$ cat src/rtl/spi_lpbk_pkg.sv
package spi_lpbk_pkg;

    localparam int REG_W = 32;
    localparam int KEY_W = 4;
    localparam logic [KEY_W-1:0] KEY_OPEN = 4'hA;

    // bit positions in the control word
    localparam int POS_FLAG  = 24;
    localparam int POS_INV   = 20;
    localparam int POS_LOW   = 19;
    localparam int POS_PAR   = 18;
    localparam int POS_HIGH  = 17;
    localparam int POS_KEY   = 8;

    typedef struct packed {
        logic [KEY_W-1:0] key;
        logic             inv_rx;
        logic             force_low;
        logic             flip_par;
        logic             force_high;
    } lpbk_ctrl_t;

    typedef enum logic [0:0] {
        HOLD_HIGH = 1'b0,
        HOLD_LOW  = 1'b1
    } hold_kind_e;

    localparam int NUM_HOLD = 2;

    function automatic lpbk_ctrl_t decode_ctrl(input logic [REG_W-1:0] w);
        lpbk_ctrl_t c;
        c.key        = w[POS_KEY +: KEY_W];
        c.inv_rx     = w[POS_INV];
        c.force_low  = w[POS_LOW];
        c.flip_par   = w[POS_PAR];
        c.force_high = w[POS_HIGH];
        return c;
    endfunction

    function automatic logic [REG_W-1:0] encode_reg(input lpbk_ctrl_t c, input logic flag);
        logic [REG_W-1:0] w;
        w = '0;
        w[POS_KEY +: KEY_W] = c.key;
        w[POS_INV]          = c.inv_rx;
        w[POS_LOW]          = c.force_low;
        w[POS_PAR]          = c.flip_par;
        w[POS_HIGH]         = c.force_high;
        w[POS_FLAG]         = flag;
        return w;
    endfunction

    function automatic logic is_armed(input lpbk_ctrl_t c);
        return c.key == KEY_OPEN;
    endfunction

endpackage

$ cat src/rtl/spi_lpbk_regs.sv
module spi_lpbk_regs
    import spi_lpbk_pkg::*;
(
    input  logic             clk,
    input  logic             rst,
    input  logic             wr_en,
    input  logic             priv,
    input  logic [REG_W-1:0] wdata,
    input  logic             fail_set,
    output lpbk_ctrl_t       ctrl,
    output logic             fail_flag
);

    logic wr_ok;
    assign wr_ok = wr_en && priv;

    always_ff @(posedge clk) begin
        if (rst) begin
            ctrl      <= '0;
            fail_flag <= 1'b0;
        end else begin
            if (wr_ok) begin
                ctrl <= decode_ctrl(wdata);
            end
            if (fail_set) begin
                fail_flag <= 1'b1;
            end else if (wr_ok && wdata[POS_FLAG]) begin
                fail_flag <= 1'b0;
            end
        end
    end

endmodule

$ cat src/rtl/spi_lpbk_hold.sv
module spi_lpbk_hold (
    input  logic clk,
    input  logic rst,
    input  logic set_i,
    input  logic release_i,
    output logic hold_q
);

    always_ff @(posedge clk) begin
        if (rst) begin
            hold_q <= 1'b0;
        end else if (set_i) begin
            hold_q <= 1'b1;
        end else if (release_i) begin
            hold_q <= 1'b0;
        end
    end

endmodule

$ cat src/rtl/spi_lpbk_sena_force.sv
module spi_lpbk_sena_force
    import spi_lpbk_pkg::*;
(
    input  logic       clk,
    input  logic       rst,
    input  lpbk_ctrl_t ctrl,
    input  logic       armed,
    input  logic       pin_level,
    input  logic       pin_func,
    input  logic       xfer_start,
    input  logic       kernel_idle,
    output logic       sena_out
);

    logic [NUM_HOLD-1:0] start_hit;
    logic [NUM_HOLD-1:0] held;
    logic [NUM_HOLD-1:0] active;

    for (genvar k = 0; k < NUM_HOLD; k++) begin : g_hold
        localparam hold_kind_e KIND = hold_kind_e'(k);
        logic want;
        if (KIND == HOLD_HIGH) begin : g_hi
            assign want = ctrl.force_high;
        end else begin : g_lo
            assign want = ctrl.force_low;
        end
        assign start_hit[k] = armed && want && pin_func && xfer_start;

        spi_lpbk_hold u_hold (
            .clk       (clk),
            .rst       (rst),
            .set_i     (start_hit[k]),
            .release_i (kernel_idle),
            .hold_q    (held[k])
        );

        assign active[k] = start_hit[k] || held[k];
    end

    always_comb begin
        if (active[HOLD_HIGH]) begin
            sena_out = 1'b1;
        end else if (active[HOLD_LOW]) begin
            sena_out = 1'b0;
        end else begin
            sena_out = pin_level;
        end
    end

endmodule

$ cat src/rtl/spi_lpbk_cs_cmp.sv
module spi_lpbk_cs_cmp #(
    parameter int NUM_CS = 8
) (
    input  logic              armed,
    input  logic              xfer_active,
    input  logic [NUM_CS-1:0] pin_level,
    input  logic [NUM_CS-1:0] pin_func,
    input  logic [NUM_CS-1:0] expect_level,
    output logic              fail_set
);

    logic [NUM_CS-1:0] miss;

    for (genvar i = 0; i < NUM_CS; i++) begin : g_pin
        assign miss[i] = pin_func[i] && (pin_level[i] != expect_level[i]);
    end

    assign fail_set = armed && xfer_active && (|miss);

endmodule

$ cat src/rtl/spi_lpbk_fault_ctrl.sv
module spi_lpbk_fault_ctrl
    import spi_lpbk_pkg::*;
#(
    parameter int NUM_CS = 8
) (
    input  logic              clk,
    input  logic              rst,
    input  logic              bus_wr_en,
    input  logic              bus_priv,
    input  logic [31:0]       bus_wdata,
    output logic [31:0]       bus_rdata,
    input  logic              rx_pin_in,
    output logic              rx_to_kernel,
    input  logic              par_in,
    output logic              par_to_kernel,
    input  logic              sena_pin_in,
    input  logic              sena_pin_func,
    input  logic              xfer_start,
    input  logic              kernel_idle,
    output logic              sena_to_kernel,
    input  logic              xfer_active,
    input  logic [NUM_CS-1:0] cs_pin_in,
    input  logic [NUM_CS-1:0] cs_pin_func,
    input  logic [NUM_CS-1:0] cs_expect
);

    lpbk_ctrl_t ctrl;
    logic       fail_flag;
    logic       fail_set;
    logic       armed;

    spi_lpbk_regs u_regs (
        .clk       (clk),
        .rst       (rst),
        .wr_en     (bus_wr_en),
        .priv      (bus_priv),
        .wdata     (bus_wdata),
        .fail_set  (fail_set),
        .ctrl      (ctrl),
        .fail_flag (fail_flag)
    );

    assign armed     = is_armed(ctrl);
    assign bus_rdata = encode_reg(ctrl, fail_flag);

    assign rx_to_kernel  = rx_pin_in ^ (armed && ctrl.inv_rx);
    assign par_to_kernel = par_in ^ (armed && ctrl.flip_par);

    spi_lpbk_sena_force u_sena (
        .clk         (clk),
        .rst         (rst),
        .ctrl        (ctrl),
        .armed       (armed),
        .pin_level   (sena_pin_in),
        .pin_func    (sena_pin_func),
        .xfer_start  (xfer_start),
        .kernel_idle (kernel_idle),
        .sena_out    (sena_to_kernel)
    );

    spi_lpbk_cs_cmp #(.NUM_CS(NUM_CS)) u_cs (
        .armed        (armed),
        .xfer_active  (xfer_active),
        .pin_level    (cs_pin_in),
        .pin_func     (cs_pin_func),
        .expect_level (cs_expect),
        .fail_set     (fail_set)
    );

endmodule

$ cat config.mk
export PLATFORM = sky130hd
export DESIGN_NAME = spi_lpbk_fault_ctrl
export DESIGN_NICKNAME = d
export VERILOG_FILES = /design/src/rtl/spi_lpbk_pkg.sv /design/src/rtl/spi_lpbk_regs.sv /design/src/rtl/spi_lpbk_hold.sv /design/src/rtl/spi_lpbk_sena_force.sv /design/src/rtl/spi_lpbk_cs_cmp.sv /design/src/rtl/spi_lpbk_fault_ctrl.sv
export SDC_FILE = /design/constraint.sdc
export NUM_CORES = 1
export LEC_CHECK = 0
export ABC_AREA = 1
export CAP_MARGIN = 0
export CORE_ASPECT_RATIO = 1.2
export CORE_MARGIN = 5
export CORE_UTILIZATION = 24
export CTS_CLUSTER_SIZE = 14
export DETAILED_ROUTE_END_ITERATION = 12
export HOLD_SLACK_MARGIN = 0.05
export PLACE_DENSITY = 0.79
export RECOVER_POWER = 50
export SETUP_SLACK_MARGIN = 0.02
export SYNTH_ARGS = -nofsm -noshare
export SYNTH_HDL_FRONTEND = slang
export SYNTH_HIERARCHICAL = 1
export SYNTH_SLANG_ARGS = --single-unit
$ cat constraint.sdc
create_clock -name clk -period 1.1 [get_ports clk]
set_input_delay 0.22 -clock clk [delete_from_list [all_inputs] [get_ports clk]]
set_output_delay 0.22 -clock clk [all_outputs]
set_load 0.02 [all_outputs]
After elaboration in Yosys (flattened, before gate mapping)
Index checks and enable logic that the tools add are counted.
{ "word_totals": {"inputBits": 67, "regBits": 11} }
{ "op_classes": {"n_mux": 7, "n_eq_ne": 9, "bitwise_logic": 2, "n_reduce_logical": 26} }
{ "op_table": {"columns": ["operator", "n"], "rows": [
  ["logical AND 1 bit", 20],
  ["inequality test 1 bit", 8],
  ["OR reduction 8 bit", 1],
  ["two-way mux 1 bit", 7],
  ["nonzero test 2 bit", 3],
  ["equality test 4 bit (second input constant)", 1],
  ["logical OR 1 bit", 2],
  ["XOR 1 bit", 2]
]} }

Logic depth before layout (Yosys ltp)
{ "logic_depth": {"depth_word": 7, "depth_mapped": 8} }

Cells and area by module
Netlist, hierarchy kept.
{ "modules_own_cells": {"columns": ["mod", "area_each_um2", "seq_area_each_um2", "n_inst", "cells_each"], "rows": [
  ["spi_lpbk_regs", 321.6, 180.2, 1, 40],
  ["spi_lpbk_fault_ctrl", 247.7, 0.0, 1, 39],
  ["spi_lpbk_cs_cmp", 191.4, 0.0, 1, 48],
  ["spi_lpbk_hold", 40.0, 20.0, 2, 5],
  ["spi_lpbk_sena_force", 43.8, 0.0, 1, 10]
]} }

Worst setup path before layout
Ideal clock, no wire load.
{ "synth_timing": {"path_kind": "flip-flop to output port", "start": "register, netlist name u_regs/ctrl[7]", "end": "output port sena_to_kernel", "arrival_time_ns": 1.166, "path_slack_ns": -0.286, "path_stages_with_launch": 7, "required_ns": 0.880, "path_buffers": 0, "cell_sequence": "dfxtp_1 -> nand2_1 -> nor3_1 -> nand2_1 -> nor2_2 -> nor2_1 -> nand2_1"} }
{ "synth_via": {"word_cells_on_any_way": 11, "cone_classes": "eq/ne (1); mux (2); reduce/logical (8)"} }
{ "synth_rtl": {"columns": ["item", "line", "source"], "rows": [
  ["equality test 4 bit", "spi_lpbk_pkg.sv:53", "return c.key == KEY_OPEN;"],
  ["named net armed", "spi_lpbk_fault_ctrl.sv:30", "logic armed;"],
  ["logical AND 1 bit (3 in series)", "spi_lpbk_sena_force.sv:27", "assign start_hit[k] = armed && want && pin_func && xfer_start;"],
  ["named net u_sena.start_hit[0]", "spi_lpbk_sena_force.sv:15", "logic [NUM_HOLD-1:0] start_hit;"],
  ["logical OR 1 bit", "spi_lpbk_sena_force.sv:37", "assign active[k] = start_hit[k] || held[k];"],
  ["two-way mux 1 bit", "spi_lpbk_sena_force.sv:41", "if (active[HOLD_HIGH]) begin"],
  ["end: declaration", "spi_lpbk_fault_ctrl.sv:20", "output logic sena_to_kernel,"]
]} }
The timed path passes the listed nets, and every way through them passes these cells.

Worst setup path after layout
{ "layout_timing": {"start": "register, netlist name u_regs/ctrl[4]", "end": "output port rx_to_kernel"} }
{ "layout_via": {"elab_chain_cells": 3} }
{ "layout_rtl": {"columns": ["item", "line", "source"], "rows": [
  ["equality test 4 bit", "spi_lpbk_pkg.sv:53", null],
  ["logical AND 1 bit", "spi_lpbk_fault_ctrl.sv:46", "assign rx_to_kernel = rx_pin_in ^ (armed && ctrl.inv_rx);"],
  ["XOR 1 bit", "spi_lpbk_fault_ctrl.sv:46", null],
  ["end: declaration", "spi_lpbk_fault_ctrl.sv:13", "output logic rx_to_kernel,"]
]} }
Every way passes these cells.

==> impl_metrics.env <==
export IMPL_drc=0
export IMPL_final_cell_mix="clkdlybuf4s50_1, inv_1, nand2_1, conb_1, nor2_1"
export IMPL_cts_buffer_depth=2
export IMPL_root_buffer="clkbuf_8"
export IMPL_min_from="u_sena/g_hold[1].u_hold/hold_q"
export IMPL_layout_commonest_cell="clkdlybuf4s50_1"
export IMPL_hp_class="reg -> reg"
export IMPL_post_route_min_period_ns=1.441
export IMPL_firstDrtPassIters=4
export IMPL_dieArea_um2=5005
export IMPL_worstPathCellList="buf_6 > nor2_4 > buf_6 > nand3_2 > nand2_2 > nand2_2 > buf_6"
export IMPL_grt_pass1_wl_mm=3.615
export IMPL_routed_wl_mm=2.363
export IMPL_grt_pass1_vias=903
export IMPL_placed_area_um2=1471
export IMPL_routedWlPerCell_um=9.267
export IMPL_crit_family="buffers and inverters"
export IMPL_hold_ws_ns=0.4686
export IMPL_grt_overflow=0
export IMPL_cpMostUsedCell="buf_6"
export IMPL_syn_area_um2=884.6
export IMPL_port_buffers=55
export IMPL_multi_input_area_um2=515.5
export IMPL_worst_path_buf_inv=3
export IMPL_worstSetupStartpointType="flip-flop"
export IMPL_clockPowerShare_pct=30.1
export IMPL_gp_congestion=0.7377
export IMPL_syn_avg_cell_area_um2=6.018
export IMPL_rr_startpoint="u_regs/ctrl[7]"
export IMPL_dp_hpwl_mm=2.027
export IMPL_worstPathRequired_ns=0.88
export IMPL_crit_slowest_cell="dfxtp_2"
export IMPL_rsz0062_at_grt="true"
export IMPL_timing_hold_violations_final=0
export IMPL_synth_top_area_share_pct=24.89
export IMPL_cts_max_level=1
export IMPL_syn_to_final_growth_pct=83.88
export IMPL_ios=102
export IMPL_path_clk_slew_ns=0.05
export IMPL_drt_iter0_drc=8
export IMPL_synth_area_leaders="dfxtp_1, buf_4, nand2_1"
export IMPL_synth_seq_cells=11
export IMPL_layout_cells_non_filler=255
export IMPL_grt_total_usage_pct=9.069
export IMPL_crit_type="reg -> out"
export IMPL_cts_tree="yes"
export IMPL_violations="setup timing"
export IMPL_hold_buffers=0
export IMPL_design_area_um2=1627
export IMPL_arrival_ns=1.22
export IMPL_diodes=0
export IMPL_ir_drop_uv=705.5
export IMPL_numCtsBuffers=3
export IMPL_grt_max_degree=10
export IMPL_leakage_nw=0.9083
export IMPL_pwr_share_comb_pct=36.7
export IMPL_worstSkewPairLatency_ns=0.24
export IMPL_cap_violations=0
export IMPL_dp_slack_ns=-0.6729
export IMPL_skew_ns=0.001211
export IMPL_yosysTopAreaCell="dfxtp_1"
export IMPL_cp_max_fo=3
export IMPL_outcome="finished with violations"
export IMPL_finalWorstSetupSlack_ns=-0.3409
export IMPL_start_util_pct=24.55
export IMPL_drive_above_1_share_pct=26.39
export IMPL_power_density_nw_per_um2=816.9
export IMPL_die_w_um=65.42
export IMPL_ys_warn_count=6
export IMPL_viasPerCell=3.863
export IMPL_dp_cells=249
export IMPL_nets=284
export IMPL_dieHeight_um=76.51
export IMPL_antenna_found_initial=0
export IMPL_p_sw_share_pct=30.23
export IMPL_design_core_area_um2=3603
export IMPL_startpoint="u_regs/ctrl[4]"
export IMPL_maxSlewViolCount=0
export IMPL_row_count=24
export IMPL_setup_viol=5
export IMPL_synthCells=147
export IMPL_fmaxAchievable_mhz=694.0
export IMPL_yosys_cell_types_count=17
export IMPL_final_seq_area_um2=229.0
export IMPL_max_stage_delay_ns=0.33
export IMPL_finalSetupTns_ns=-0.9758
export IMPL_intPower_uw=927.1
export IMPL_cts_sinks=11
export IMPL_fillers=364
export IMPL_seqPwrFrac_pct=33.2
export IMPL_final_period_utilization_pct=131.0
export IMPL_seq_area_frac_synth_pct=24.89
export IMPL_p_switching_uw=401.7
export IMPL_worst_setup_path_end_kind="output pin"
export IMPL_ant_nets=0
export IMPL_vias=985
synthesized netlist by cell type, drive strengths merged:
master,instances
conb,1
o21ai,9
nand2,34
nand3,11
nor3,1
a21oi,4
dfxtp,11
nor2,23
inv,27
nand4,2
buf,24
worst paths after layout:
path                                                        to  slack, ns  depth (start not counted)
worst max-delay path                              rx_to_kernel      -0.34                          7
worst min-delay path            u_sena/g_hold[1].u_hold/hold_q       0.47                          2
worst max register to register                u_regs/fail_flag       0.05                          7
worst min register to register  u_sena/g_hold[1].u_hold/hold_q       0.47                          2
routing by layer:
layer  GRT usage [%]  wire [um]  vias to the layer above
li1                -          -                      536
met4           4.979         32                        0
met3           2.655        263                        4
met5               0          0                        -
met2           16.51       1217                       47
met1           8.865        850                      398
repair_timing:
action | in CTS | in global routing
endpoints found under the setup margin | 13 | 13
buffers inserted | 2 | 1
resized for setup | 69 | 35
pin swaps | 7 | 15
hold endpoints to repair | 0 | 0
kinds of logic after synthesis:
kind of cell,share of synthesized area [%]
flops,24.89
buf+inv,32.39
compound gates,8.204
other cells,0.4239
simple gates,34.09
power by group through the flow:
stage / clock network [mW] / registers (mW) / logic [mW]
3_3_place_gp: 0 / 0.440 / 0.462
6_report: 0.400 / 0.441 / 0.488
2_1_floorplan: 0 / 0.468 / 0.241
3_5_place_dp: 0 / 0.441 / 0.467
4_1_cts: 0.414 / 0.439 / 0.473
5_1_grt: 0.440 / 0.443 / 0.532
state kept, by name, summed over array words and instances, names as in the netlist:
signal                       flops
u_regs/fail_flag                 1
u_sena/g_hold.u_hold/hold_q      2
u_regs/ctrl                      8
area by class of cell:
type,count,share of cell area [%]
repair buffers,67,41.77
clock buffers,4,2.769
multi-input cells,107,31.69
flip-flops and latches,11,14.08
inverters,27,6.692
well taps,39,3.000
metrics by stage:
step	util (%)	total power, mW
6_report	45.14	1.329
5_1_grt	45.14	1.415
4_1_cts	42.64	1.326
3_5_place_dp	40.83	0.9078
3_3_place_gp	40.83	0.9017
2_1_floorplan	-	0.7086
worst reg2reg max path: cells and delay by family, from the launching register on:
kind | cells | cell delay (ns)
simple gates | 3 | 0.28
compound gates | 2 | 0.18
flops | 1 | 0.33
buf+inv | 2 | 0.21
No activity file was read; power rests on OpenSTA's default activity.
